`config.mk`:
```
export PLATFORM = sky130hd
export DESIGN_NAME = blkcopy_engine
export DESIGN_NICKNAME = d
export VERILOG_FILES = /design/src/rtl/blkcopy_pkg.sv /design/src/rtl/blkcopy_ptr.sv /design/src/rtl/blkcopy_cnt.sv /design/src/rtl/blkcopy_fsm.sv /design/src/rtl/blkcopy_engine.sv
export SDC_FILE = /design/constraint.sdc
export NUM_CORES = 1
export LEC_CHECK = 0
export ABC_AREA = 1
export BUFFER_PORTS_ARGS = -buffer_cell sky130_fd_sc_hd__buf_4
export CAP_MARGIN = 20
export CELL_PAD_IN_SITES_DETAIL_PLACEMENT = 1
export CELL_PAD_IN_SITES_GLOBAL_PLACEMENT = 1
export CORE_MARGIN = 5
export CORE_UTILIZATION = 25
export CTS_BUF_LIST = sky130_fd_sc_hd__clkbuf_8
export DETAILED_ROUTE_END_ITERATION = 12
export PLACE_DENSITY_LB_ADDON = 0.25
export SLEW_MARGIN = 40
export SYNTH_ARGS = -nofsm -noshare
export SYNTH_HDL_FRONTEND = slang
export SYNTH_SLANG_ARGS = --single-unit
```
`constraint.sdc`:
```
create_clock -name clk -period 3.1 [get_ports clk]
set_input_delay 0.31 -clock clk [delete_from_list [all_inputs] [get_ports clk]]
set_output_delay 0.31 -clock clk [all_outputs]
set_load 0.05 [all_outputs]
```
`src/rtl/blkcopy_pkg.sv`:
```
package blkcopy_pkg;

   typedef enum logic [1:0] {
      ST_IDLE = 2'd0,
      ST_RD   = 2'd1,
      ST_WR   = 2'd2,
      ST_FIN  = 2'd3
   } bc_state_e;

   // flag bit positions rewritten by a step
   localparam int FLG_N  = 1;
   localparam int FLG_PV = 2;
   localparam int FLG_H  = 4;

endpackage

```
`src/rtl/blkcopy_ptr.sv`:
```
module blkcopy_ptr #(
   parameter int W = 16
) (
   input  logic         clk,
   input  logic         rst_n,
   input  logic         load,
   input  logic [W-1:0] load_val,
   input  logic         step,
   input  logic         dec,
   output logic [W-1:0] q
);

   localparam logic [W-1:0] ONE = W'(1);

   logic [W-1:0] q_next;

   generate
      if (W < 2) begin : g_bad_w
         $error("blkcopy_ptr: W must be at least 2");
      end
   endgenerate

   always_comb begin
      q_next = q;
      if (load)
         q_next = load_val;
      else if (step)
         q_next = dec ? (q - ONE) : (q + ONE);
   end

   always_ff @(posedge clk) begin
      if (!rst_n) q <= '0;
      else        q <= q_next;
   end


   ptr_inc_chk: assert property (@(posedge clk) disable iff (!rst_n)
      (step && !dec && !load) |=> (q == $past(q) + ONE));


   ptr_dec_chk: assert property (@(posedge clk) disable iff (!rst_n)
      (step && dec && !load) |=> (q == $past(q) - ONE));

endmodule

```
`src/rtl/blkcopy_cnt.sv`:
```
module blkcopy_cnt #(
   parameter int W = 16
) (
   input  logic         clk,
   input  logic         rst_n,
   input  logic         load,
   input  logic [W-1:0] load_val,
   input  logic         step,
   output logic [W-1:0] q,
   output logic         last
);

   localparam logic [W-1:0] ONE = W'(1);

   generate
      if (W < 2) begin : g_bad_w
         $error("blkcopy_cnt: W must be at least 2");
      end
   endgenerate

   always_ff @(posedge clk) begin
      if (!rst_n)     q <= '0;
      else if (load)  q <= load_val;
      else if (step)  q <= q - ONE;
   end

   // this step leaves the count at zero
   assign last = (q == ONE);


   cnt_step_chk: assert property (@(posedge clk) disable iff (!rst_n)
      (step && !load) |=> (q == $past(q) - ONE));

endmodule

```
`src/rtl/blkcopy_fsm.sv`:
```
module blkcopy_fsm
   import blkcopy_pkg::*;
(
   input  logic      clk,
   input  logic      rst_n,
   input  logic      start,
   input  logic      dec_in,
   input  logic      rep_in,
   input  logic      cnt_last,
   output bc_state_e state,
   output logic      step,
   output logic      busy,
   output logic      done,
   output logic      dec_q
);

   bc_state_e state_nx;
   logic      rep_q;

   always_comb begin
      state_nx = state;
      unique case (state)
         ST_IDLE: if (start) state_nx = ST_RD;
         ST_RD:   state_nx = ST_WR;
         ST_WR:   state_nx = (rep_q && !cnt_last) ? ST_RD : ST_FIN;
         ST_FIN:  state_nx = ST_IDLE;
         default: state_nx = ST_IDLE;
      endcase
   end

   always_ff @(posedge clk) begin
      if (!rst_n) begin
         state <= ST_IDLE;
         dec_q <= 1'b0;
         rep_q <= 1'b0;
      end else begin
         state <= state_nx;
         if (state == ST_IDLE && start) begin
            dec_q <= dec_in;
            rep_q <= rep_in;
         end
      end
   end

   assign step = (state == ST_WR);
   assign busy = (state == ST_RD) || (state == ST_WR);
   assign done = (state == ST_FIN);


   done_pulse_chk: assert property (@(posedge clk) disable iff (!rst_n)
      done |=> !done);


   done_idle_chk: assert property (@(posedge clk) disable iff (!rst_n)
      done |-> !busy);


   rd_then_wr_chk: assert property (@(posedge clk) disable iff (!rst_n)
      (state == ST_RD) |=> step);

endmodule

```
`src/rtl/blkcopy_engine.sv`:
```
module blkcopy_engine
   import blkcopy_pkg::*;
#(
   parameter int ADDR_W = 16,
   parameter int CNT_W  = 16,
   parameter int DATA_W = 8,
   parameter int FLAG_W = 8
) (
   input  logic              clk,
   input  logic              rst_n,
   input  logic              ld,
   input  logic [ADDR_W-1:0] ld_src,
   input  logic [ADDR_W-1:0] ld_dst,
   input  logic [CNT_W-1:0]  ld_cnt,
   input  logic [FLAG_W-1:0] ld_flags,
   input  logic              start,
   input  logic              mode_dec,
   input  logic              mode_rep,
   output logic [ADDR_W-1:0] mem_addr,
   output logic              mem_we,
   output logic [DATA_W-1:0] mem_wdata,
   input  logic [DATA_W-1:0] mem_rdata,
   output logic              busy,
   output logic              done,
   output logic [ADDR_W-1:0] src_ptr,
   output logic [ADDR_W-1:0] dst_ptr,
   output logic [CNT_W-1:0]  count,
   output logic [FLAG_W-1:0] flags
);

   generate
      if (FLAG_W <= FLG_H) begin : g_bad_flag
         $error("blkcopy_engine: FLAG_W too small for the flag positions");
      end
      if (DATA_W < 1) begin : g_bad_data
         $error("blkcopy_engine: DATA_W must be positive");
      end
   endgenerate

   bc_state_e         state;
   logic              step;
   logic              dec_q;
   logic              cnt_last;
   logic              ld_ok;
   logic [FLAG_W-1:0] flag_q;
   logic [FLAG_W-1:0] flag_after;

   assign ld_ok = ld && (state == ST_IDLE);

   blkcopy_fsm u_fsm (
      .clk      (clk),
      .rst_n    (rst_n),
      .start    (start),
      .dec_in   (mode_dec),
      .rep_in   (mode_rep),
      .cnt_last (cnt_last),
      .state    (state),
      .step     (step),
      .busy     (busy),
      .done     (done),
      .dec_q    (dec_q)
   );

   blkcopy_ptr #(.W(ADDR_W)) u_src (
      .clk      (clk),
      .rst_n    (rst_n),
      .load     (ld_ok),
      .load_val (ld_src),
      .step     (step),
      .dec      (dec_q),
      .q        (src_ptr)
   );

   blkcopy_ptr #(.W(ADDR_W)) u_dst (
      .clk      (clk),
      .rst_n    (rst_n),
      .load     (ld_ok),
      .load_val (ld_dst),
      .step     (step),
      .dec      (dec_q),
      .q        (dst_ptr)
   );

   blkcopy_cnt #(.W(CNT_W)) u_cnt (
      .clk      (clk),
      .rst_n    (rst_n),
      .load     (ld_ok),
      .load_val (ld_cnt),
      .step     (step),
      .q        (count),
      .last     (cnt_last)
   );

   // per-bit flag update after a step
   generate
      for (genvar i = 0; i < FLAG_W; i++) begin : g_flag
         if (i == FLG_PV) begin : g_pv
            assign flag_after[i] = !cnt_last;
         end else if (i == FLG_H || i == FLG_N) begin : g_clr
            assign flag_after[i] = 1'b0;
         end else begin : g_keep
            assign flag_after[i] = flag_q[i];
         end
      end
   endgenerate

   always_ff @(posedge clk) begin
      if (!rst_n)     flag_q <= '0;
      else if (ld_ok) flag_q <= ld_flags;
      else if (step)  flag_q <= flag_after;
   end

   assign flags     = flag_q;
   assign mem_addr  = step ? dst_ptr : src_ptr;
   assign mem_we    = step;
   assign mem_wdata = mem_rdata;


   hn_clear_chk: assert property (@(posedge clk) disable iff (!rst_n)
      step |=> (!flag_q[FLG_H] && !flag_q[FLG_N]));


   pv_track_chk: assert property (@(posedge clk) disable iff (!rst_n)
      step |=> (flag_q[FLG_PV] == (count != '0)));


   we_busy_chk: assert property (@(posedge clk) disable iff (!rst_n)
      mem_we |-> busy);


   hold_chk: assert property (@(posedge clk) disable iff (!rst_n)
      (state != ST_IDLE && !step) |=> ($stable(src_ptr) && $stable(dst_ptr)
                                       && $stable(count) && $stable(flag_q)));

endmodule

```
==> flow_summary_export.csv, run 1 <==
group,metric,value,unit
setup_path,cp.required,2.79,ns
placed_design,dp_cells,1155,
setup_path,worstPathMaxFanout,21,
setup_path,cp.arrival,2.05,ns
drt,wire_per_inst,15.9,µm
setup_path,max_stage_delay,0.35,ns
synth,syn_avg_cell_area,6.24,µm²
setup_path,r2r_cells,8,
floorplanning,die_x,149,µm
final_layout,instances_no_fill,1171,
cts,cts_root_buf,"clkbuf_8",
floorplanning,core_area,19300,µm²
cts,numCtsBuffers,9,
final_layout,drive_above_1_share,0.210,
cts,clock_path_buffers,2,
cts,clock-sinks,60,
global_route,grt_pass1_vias,5615,
placed_design,portBuffers,136,
placed_design,globalplace.congestion,0.813,
setup_path,critPathSlowestCell,"dfxtp_1",
final_layout,design_area,6280,µm²
synth,syn-cell-area,4860,µm²
sta,max_clock_freq,424,MHz
sta,finalSetupTns,0,ns
final_layout,final_util,0.326,
flow_run,maxCapViolCount,0,
synth,synth_top_area_frac,0.247,
cts,cts_setup_buffers,0,
drt,num_vias,5353,
floorplanning,initial_core_util,0.252,
power,peakVddDrop,367,µV
final_layout,num_antenna_cells,0,
setup_path,critPathKind,"flip-flop to output pin",
synth,yosysSeqAreaShare,0.247,
outcome,status,"complete, no violations",
drt,drt-pass1-iter-count,4,
drt,drc,0,
hold_path,holdPathStages,3,
global_route,gr-total-overflow,0,
cts,cts_tree,"yes",
floorplanning,rows,51,
setup_path,cp-end-kind,"output pin",
synth,yosysWarnings,0,
cts,cts_hold_buf,0,
setup_path,cp_num_buf_inv,4,
global_route,antenna_found_initial,0,
synth,yosys.area.top_type,"dfxtp_1",
setup_path,cp-start-kind,"flip-flop",
drt,drtIter0Drc,186,
power,p_per_area,714,nW/µm²
final_layout,final_cell_mix,"270 x nand2_1, 145 x buf_4, 82 x inv_1",
cts,clock_latency,0.37,ns
sta,fin_crit_sh,0.761,
synth,synth_edf_count,0,
hold_path,hold_path_class,"primary input to flip-flop",
global_route,gr-usage-all-layers,0.169,
drt,ant_nets,0,
synth,synthArstFlopShare,0,
cts,ctsResizeCount,0,
synth,yosys_most_used_dff,"dfxtp_1",
sta,fin_worst_skew,0.0128,ns
final_layout,areaGrowthSynthToFinish,29.4,%
synth,ys_seq_elements,60,
synth,synth_cell_types,45,
sta,finalSetupViolations,0,
setup_path,path_depth,7,
synth,yosys-top-cells-area,"dfxtp_1 25%, nand2_1 21%, ha_1 8.8%, inv_1 6.3%, a21oi_1 5.7%",
synth,synth_nets,884,
sta,tightest_slew,0.637,ns
sta,hold_viol_final,0,
global_route,grt_max_degree,35,
floorplanning,dieArea,22300,µm²
drt,vias_per_cell,4.57,
sta,rsz0062_at_grt,"false",
power,finalPower,4.48,mW
drt,routed_wl,18600,µm
placed_design,dpl-instance-area,6090,µm²
synth,postSynthCellCount,778,
sta,drv_slew,0,
floorplanning,io_pins,153,
placed_design,dpl.hpwl,14500,µm
final_layout,fin_nets,1007,
cts,clkTransAtPathRegs,0.09,ns
cts,htreeDepth,3,
setup_path,crit_chain,"inv_1, ha_1, buf_4, inv_2, nand2_1, nand2_1, buf_4",
global_route,grt_pass1_wl,30000,µm
setup_path,critical_path.top_delay_family,"buffers and inverters",
power,p_leak,3.22,nW
sta,min_period,2.36,ns
sta,slew-limit-headroom,0.574,
final_layout,layout_commonest_cell,"nand2_1",
floorplanning,die_height,149,µm
[state kept, by name, summed over array words and instances, names as in the netlist]
register / cells
u_cnt.q: 16
u_dst.q: 16
u_src.q: 16
flags: 8
u_fsm.state: 2
u_fsm.dec_q: 1
u_fsm.rep_q: 1
[synth_stat cells (6+ instances only)]
library cell / n
nand2_1: 270
inv_1: 81
dfxtp_1: 60
a21oi_1: 55
nor2_1: 55
nand3_1: 47
ha_1: 34
o21ai_0: 26
a22oi_1: 13
buf_4: 13
a31oi_1: 12
xor2_1: 11
buf_2: 10
clkbuf_1: 8
nand2_2: 7
o211ai_1: 6
[cells by family after synthesis]
family,after synthesis,share of synthesized area
DFF,60,0.247
buffers and inverters,120,0.106
adders and majority gates,36,0.0959
and+or+nand+nor,417,0.368
AOI/OAI and AO/OA,129,0.154
xor gates and xnor gates,16,0.0289
[area by class of cell]
cell class	count	area (µm²)
clock inverter	7	67.6
inverter	87	329
tap	265	332
multi-input combinational	598	3140
fill	2545	13000
timing repair buffer	145	1090
sequential	60	1200
clock buffer	9	124
[report_power, final]
| group | switching (mW) | internal [mW] |
|---|---|---|
| Combinational | 1.79 | 0.829 |
| Clock | 0.381 | 0.368 |
| Sequential | 0.197 | 0.918 |
| Total | 2.37 | 2.11 |
[final timing paths]
| check | startpoint | end | slack [ns] |
|---|---|---|---|
| worst max-delay path | u_fsm.state[0]$_SDFFE_PN0P_ | mem_addr[14] | 0.74 |
| worst min-delay path | mode_rep | u_fsm.rep_q$_SDFFE_PN0P_ | 0.19 |
| worst max register to register | u_fsm.state[0]$_SDFFE_PN0P_ | u_dst.q[3]$_SDFFE_PN0P_ | 0.78 |
| worst min register to register | flags[1]$_SDFFE_PN0P_ | flags[1]$_SDFFE_PN0P_ | 0.47 |
[stage by stage]
stage          hold WS (ns)  setup slack (ns)
2_1_floorplan         0.454             0.371
3_3_place_gp          0.454             0.805
3_5_place_dp          0.455             0.727
4_1_cts               0.163             0.672
5_1_grt               0.169             0.516
6_report              0.186             0.741
[routing by layer]
| metal | track usage | vias up | share of wire |
|---|---|---|---|
| li1 | - | 2763 | - |
| met5 | 0 | - | 0 |
| met1 | 0.230 | 2481 | 0.50 |
| met2 | 0.271 | 102 | 0.44 |
| met4 | 0.0316 | 0 | 0.0069 |
| met3 | 0.0480 | 7 | 0.051 |
[worst reg2reg max path: cells and delay by family, from the launching register on]
family          cells  cell delay (ns)
fa+ha+maj           1             0.22
flops               1             0.33
compound gates      3             0.53
simple gates        1             0.58
buf+inv             3             0.58
No activity file was read; power rests on OpenSTA's default activity.
==> run 2, diff against run 1 <==
--- a/config.mk
+++ b/config.mk
@@ -5,7 +5,7 @@
 export SDC_FILE = /design/constraint.sdc
 export NUM_CORES = 1
 export LEC_CHECK = 0
-export ABC_AREA = 1
+export ABC_AREA = 0
 export BUFFER_PORTS_ARGS = -buffer_cell sky130_fd_sc_hd__buf_4
 export CAP_MARGIN = 20
 export CELL_PAD_IN_SITES_DETAIL_PLACEMENT = 1
==> constraint.sdc (replaced) <==
create_clock -name clk -period 2.4 [get_ports clk]
set_input_delay 0.24 -clock clk [delete_from_list [all_inputs] [get_ports clk]]
set_output_delay 0.24 -clock clk [all_outputs]
set_load 0.05 [all_outputs]
==> run 2 against run 1 <==
Net effect:
- routed wire length down 14%
- worst setup slack lost 0.64 ns
- area after synthesis down 11%
- largest cell class unchanged
- largest power group unchanged
- non-clock buffer count rose by 32
- count of clock-buffer cells in the layout is the same
==> flow_summary_export.csv, run 2 <==
group,metric,value,unit
outcome,status,"complete, no violations",
synth,synth_adder_area_share,0.108,
sta,fin_crit_sh,0.958,
global_route,gr-total-overflow,0,
global_route,grt_max_degree,46,
synth,synth_edf_count,0,
setup_path,cp-end-kind,"flip-flop",
cts,cts_tree,"yes",
drt,num_vias,4453,
floorplanning,core_area,17100,µm²
global_route,met1_usage,0.199,
final_layout,num_antenna_cells,0,
drt,drc,0,
global_route,grtUsageMet3,0.0411,
setup_path,cp.arrival,2.57,ns
sta,drv_slew,0,
global_route,grt_pass1_vias,4762,
cts,clock_path_buffers,2,
synth,yosysWarnings,0,
power,internal_power,2.66,mW
power,pwr-share-comb,0.508,
drt,drtIter0Drc,153,
setup_path,worstPathMaxFanout,9,
sta,hold_viol_final,0,
final_layout,drive_above_1_share,0.361,
final_layout,num-fill-cells,2031,
synth,synth_compound_area_frac,0.258,
drt,routed_wl,16100,µm
synth,syn-cell-area,4320,µm²
synth,synthArstFlopShare,0,
hold_path,hold_path_class,"primary input to flip-flop",
synth,yosys-top-cells-area,"dfxtp_1 28%, ha_1 9.8%, a21oi_1 6.5%, xnor2_1 5.7%, nand2_1 4.7%",
synth,synth_top_area_frac,0.278,
synth,synth_simple_gate_area_frac,0.170,
synth,yosysSeqAreaShare,0.278,
floorplanning,dieArea,20000,µm²
drt,wire_per_inst,17.7,µm
sta,slew-limit-headroom,0.661,
floorplanning,rows,48,
synth,syn_avg_cell_area,8.25,µm²
global_route,met2_usage,0.270,
synth,postSynthCellCount,524,
setup_path,critPathKind,"flip-flop to flip-flop",
placed_design,pre_cts_slack,-0.0363,ns
global_route,grt_busiest_layer,"met2",
sta,max_clock_freq,435,MHz
synth,synthMuxAreaShare,0.0541,
final_layout,instances_no_fill,906,
placed_design,dpl.hpwl,12400,µm
power,p_switching,2.25,mW
cts,clock-sinks,60,
global_route,grt_pass1_wl,25300,µm
sta,finalSetupTns,0,ns
sta,rsz0062_at_grt,"true",
cts,htreeDepth,3,
floorplanning,io_pins,153,
sta,tightest_slew,0.509,ns
power,peakVddDrop,325,µV
floorplanning,die_height,141,µm
drt,vias_per_cell,4.92,
power,pwr-share-clk,0.219,
floorplanning,die_x,141,µm
sta,finalSetupViolations,0,
sta,min_period,2.30,ns
cts,clkTransAtPathRegs,0.08,ns
setup_path,cp-start-kind,"flip-flop",
power,p_leak,2.75,nW
drt,drt-pass1-iter-count,4,
synth,ys_seq_elements,60,
global_route,antenna_found_initial,0,
final_layout,fin_nets,782,
cts,cts_root_buf,"clkbuf_8",
power,p_per_area,801,nW/µm²
cts,clock_latency,0.36,ns
synth,yosys.area.top_type,"dfxtp_1",
setup_path,ff2ff_setup_slack,0.10,ns
drt,ant_nets,0,
final_layout,areaGrowthSynthToFinish,42.1,%
synth,yosys_most_used_dff,"dfxtp_1",
synth,synth_cell_types,61,
cts,cts_hold_buf,0,
synth,synth_nets,630,
synth,yosysMostFrequentCell,"dfxtp_1",
setup_path,cp.required,2.67,ns
final_layout,reg.largest.list,"u_cnt.q (16), u_dst.q (16), u_src.q (16)",
synth,ys_top_cells_by_count,"60 x dfxtp_1, 56 x a21oi_1, 54 x nand2_1, 40 x nor2_1, 34 x ha_1",
placed_design,dp_cells,885,
synth,synth_top_family_by_area,"compound AO/OA/AOI/OAI gates",
synth,yosys.area_share.xor_xnor,0.0750,
sta,setup_ws,0.102,ns
floorplanning,initial_core_util,0.252,
cts,numCtsBuffers,9,
power,seqPwrFrac,0.274,
final_layout,final_cell_mix,"172 x buf_4, 53 x nand2_1, 52 x a21oi_1, 52 x dfxtp_1, 40 x nor2_1",
global_route,gr-usage-all-layers,0.158,
power,swShare,0.458,
final_layout,layout_commonest_cell,"buf_4",
placed_design,portBuffers,136,
flow_run,maxCapViolCount,0,
placed_design,globalplace.congestion,0.791,
sta,fin_worst_skew,0.0139,ns
[run 2: cell count changes after synthesis, moves of 11 or more]
cell and delta:
nand3_1 -37, a22oi_1 -12, mux2i_1 +11, a211oi_1 +19, nor2_1 -15, nand2_1 -216, mux2_2 +11, a21o_1 +11
inv_1 -72, xnor2_1 +23, clkbuf_1 +13
[run 2: critical path: stages (launching register included)]
cell and delay [ns]:
dfxtp_4 0.38, buf_4 0.19, buf_6 0.15, ha_1 0.34, and2_2 0.23, and3_2 0.26
a22oi_2 0.20, o21ai_1 0.10, xnor2_1 0.13, a311oi_1 0.24
[run 2: stage by stage]
stage | total power, mW | hold slack, ns | utilization | cell area [µm²]
2_1_floorplan | 3.02 | 0.376 | - | 4340
3_3_place_gp | 3.77 | 0.446 | 0.336 | 5740
3_5_place_dp | 3.81 | 0.451 | 0.336 | 5740
4_1_cts | 4.93 | 0.0976 | 0.350 | 5990
5_1_grt | 5.22 | 0.112 | 0.359 | 6140
6_report | 4.92 | 0.119 | 0.359 | 6140
[run 2: layer usage]
layer  share of wire  vias up
met2            0.48      112
met5               0        -
met1            0.45     2116
li1                -     2213
met4           0.013        0
met3           0.056       12
[run 2: final timing paths]
kind,startpoint,endpoint,cells after the start
worst max-delay path,u_fsm.dec_q$_SDFFE_PN0P_,u_dst.q[14]$_SDFFE_PN0P_,9
worst min-delay path,ld_src[2],u_src.q[2]$_SDFFE_PN0P_,3
worst max register to register,u_fsm.dec_q$_SDFFE_PN0P_,u_dst.q[14]$_SDFFE_PN0P_,9
worst min register to register,u_fsm.rep_q$_SDFFE_PN0P_,u_fsm.rep_q$_SDFFE_PN0P_,2
[run 2: cell type report]
cell class	instances	area (µm²)	area share
Inverter	11	45.0	0.00734
Timing Repair Buffer	177	1370	0.224
Clock inverter	7	100	0.0163
Sequential cell	60	1210	0.198
Multi-Input combinational cell	417	3000	0.489
Tap cell	225	282	0.0459
Clock buffer	9	124	0.0202
[run 2: logic make-up after synthesis]
family                   Yosys count
multiplexers                      22
AO/OA/AOI/OAI                    170
adder cells (fa/ha/maj)           36
XOR/XNOR                          37
AND/OR/NAND/NOR                  152
buffers and inverters             47
flip-flops                        60
[run 2: repair_timing]
item                       4_1_cts  5_1_grt
pin swaps                        0        7
gates cloned                     0        0
buffers inserted                 2        3
setup endpoints to repair        4       16
resized for setup                3       24
[run 2: power by group through the flow]
| stage | Combinational (mW) | Clock (mW) | Sequential [mW] |
|---|---|---|---|
| after floorplan | 1.20 | 0 | 1.82 |
| after global placement | 2.41 | 0 | 1.36 |
| after detailed placement | 2.44 | 0 | 1.37 |
| after CTS | 2.47 | 1.12 | 1.35 |
| after global routing | 2.69 | 1.16 | 1.37 |
| final | 2.50 | 1.08 | 1.35 |
==> run 3, diff against run 2 <==
--- a/config.mk
+++ b/config.mk
@@ -15,6 +15,7 @@
 export CTS_BUF_LIST = sky130_fd_sc_hd__clkbuf_8
 export DETAILED_ROUTE_END_ITERATION = 12
 export PLACE_DENSITY_LB_ADDON = 0.25
+export REMOVE_ABC_BUFFERS = 1
 export SLEW_MARGIN = 40
 export SYNTH_ARGS = -nofsm -noshare
 export SYNTH_HDL_FRONTEND = slang
==> run 3 against run 2 <==
Net effect:
- sequential power is essentially flat
- combinational power barely moved
- first-iteration DRC count fell by 31%
- hold slack worse by 0.00073 ns
- critical path depth unchanged
- maximum frequency decreased by 1.8%
- register-to-register slack got worse by 0.04 ns
- die area unchanged
- sequential share of layout area down 0.17 points
- sequential cell count unchanged
- non-clock buffer count rose by 19
- via count rose by 1.7%
- critical endpoint is now u_src.q[12]$_SDFFE_PN0P_
==> flow_summary_export.csv, run 3 (synthesis gave the netlist of run 2 again) <==
group,metric,value,unit
cts,cts_root_buf,"clkbuf_8",
global_route,gr-usage-all-layers,0.154,
floorplanning,initial_core_util,0.252,
hold_path,holdPathStages,3,
final_layout,areaGrowthSynthToFinish,42.3,%
placed_design,globalplace.congestion,0.904,
placed_design,dpl.hpwl,11900,µm
sta,finalSetupViolations,0,
cts,clock_latency,0.36,ns
floorplanning,io_pins,153,
sta,fin_crit_sh,0.975,
final_layout,final_util,0.359,
cts,clock-sinks,60,
final_layout,num_antenna_cells,0,
sta,hold_viol_final,0,
drt,vias_per_cell,4.89,
cts,cts_tree,"yes",
drt,drtIter0Drc,105,
hold_path,hold_path_class,"primary input to flip-flop",
power,p_per_area,766,nW/µm²
sta,max_clock_freq,427,MHz
sta,min_period,2.34,ns
power,peakVddDrop,313,µV
floorplanning,rows,48,
cts,numCtsBuffers,9,
setup_path,r2r_end,"u_src.q[12]$_SDFFE_PN0P_",
drt,wire_per_inst,16.8,µm
setup_path,cp-end-kind,"flip-flop",
power,finalPower,4.71,mW
final_layout,multi_input_area,2930,µm²
final_layout,fin_nets,801,
floorplanning,die_x,141,µm
final_layout,layout_commonest_cell,"buf_4",
global_route,grt_pass1_vias,4848,
drt,drc,0,
sta,tightest_slew,0.626,ns
setup_path,critPathKind,"flip-flop to flip-flop",
sta,rsz0062_at_grt,"true",
global_route,grt_max_degree,34,
cts,clkTransAtPathRegs,0.07,ns
setup_path,worstPathMaxFanout,6,
drt,drt-pass1-iter-count,4,
final_layout,reg.largest.list,"u_cnt.q (16), u_dst.q (16), u_src.q (16)",
global_route,antenna_found_initial,0,
setup_path,crit-reg2reg-launch,"u_fsm.dec_q$_SDFFE_PN0P_",
placed_design,portBuffers,136,
global_route,gr-total-overflow,0,
outcome,status,"complete, no violations",
cts,clock_path_buffers,2,
setup_path,ff2ff_setup_slack,0.06,ns
cts,htreeDepth,3,
flow_run,maxCapViolCount,0,
final_layout,design_area,6150,µm²
drt,routed_wl,15500,µm
sta,drv_slew,0,
global_route,grt_pass1_wl,24800,µm
setup_path,r2r_cells,9,
floorplanning,core_area,17100,µm²
floorplanning,die_height,141,µm
final_layout,drive_above_1_share,0.351,
hold_path,worstHoldStart,"ld_dst[2]",
sta,fin_worst_skew,0.00630,ns
power,p_leak,2.80,nW
hold_path,min_to,"u_dst.q[2]$_SDFFE_PN0P_",
sta,slew-limit-headroom,0.583,
final_layout,final_cell_mix,"192 x buf_4, 59 x dfxtp_1, 53 x nand2_1, 53 x a21oi_1, 40 x nor2_1",
setup_path,cp.arrival,2.63,ns
cts,cts_hold_buf,0,
placed_design,dpl-instance-area,5820,µm²
drt,ant_nets,0,
final_layout,regArea,1200,µm²
setup_path,cp-start-kind,"flip-flop",
setup_path,cp.required,2.69,ns
floorplanning,dieArea,20000,µm²
final_layout,num-fill-cells,2064,
drt,num_vias,4527,
run 3: cell types whose count changed in the layout (fill, tap and decap cells not counted), moves of 2 or more:
cell,change
buf_4,+20
dfxtp_1,+7
dfxtp_2,-7
clkbuf_8,+3
clkinv_4,-3
inv_1,+3
and3_1,+2
bufinv_16,-2
ha_1,+2
ha_4,-2
run 3: how the worst max path moves through the flow:
| stage | to | slack (ns) | depth (start not counted) | start |
|---|---|---|---|---|
| floorplan | u_cnt.q[3]$_SDFFE_PN0P_ | -1.32 | 6 | u_fsm.state[0]$_SDFFE_PN0P_ |
| global placement | u_src.q[15]$_SDFFE_PN0P_ | 0.003 | 10 | u_fsm.dec_q$_SDFFE_PN0P_ |
| detailed placement | u_src.q[15]$_SDFFE_PN0P_ | -0.09 | 11 | u_fsm.dec_q$_SDFFE_PN0P_ |
| CTS | mem_addr[4] | -0.003 | 6 | u_fsm.state[0]$_SDFFE_PN0P_ |
| global route | u_src.q[12]$_SDFFE_PN0P_ | -0.05 | 9 | u_fsm.dec_q$_SDFFE_PN0P_ |
| finish | u_src.q[12]$_SDFFE_PN0P_ | 0.06 | 9 | u_fsm.dec_q$_SDFFE_PN0P_ |
run 3: cell type report:
class | count | area share
repair buffers | 196 | 0.245
well taps | 225 | 0.0458
clock buffers | 12 | 0.0269
inverters | 11 | 0.00732
multi-input cells | 417 | 0.477
flip-flops and latches | 60 | 0.196
clock inverters | 4 | 0.00264
run 3: timing repair:
action,4_1_cts,5_1_grt
setup buffers,0,10
pin swaps,1,7
gates resized for setup,2,13
endpoints found under the setup margin,7,23
run 3: layer usage:
| layer | track usage | wire [µm] |
|---|---|---|
| met4 | 0.0419 | 200 |
| met2 | 0.256 | 7430 |
| met5 | 0 | 0 |
| met3 | 0.0337 | 798 |
| met1 | 0.202 | 7080 |
run 3: report_power, final:
group	leakage [nW]	internal (mW)	switching, mW
sequential	0.496	1.15	0.186
clock	0.106	0.447	0.419
combinational	2.20	0.950	1.56
total	2.80	2.55	2.17
run 3: critical path, stage by stage (launching register included):
cell	delay, ns
dfxtp_4	0.37
buf_4	0.16
ha_1	0.31
a21o_1	0.19
a21oi_2	0.16
nor2b_2	0.07
a311oi_4	0.30
nor2b_2	0.07
or4_1	0.48
a31oi_1	0.17
run 3: stage by stage:
step / hold slack, ns / setup slack, ns / instances / TNS (ns)
5_1_grt: 0.104 / -0.0532 / 925 / -0.0571
3_3_place_gp: 0.444 / 0.00321 / 899 / 0
6_report: 0.118 / 0.0590 / 925 / 0
4_1_cts: 0.0875 / -0.00305 / 915 / -0.00305
3_5_place_dp: 0.455 / -0.0872 / 899 / -0.244
2_1_floorplan: 0.376 / -1.32 / 488 / -54.73
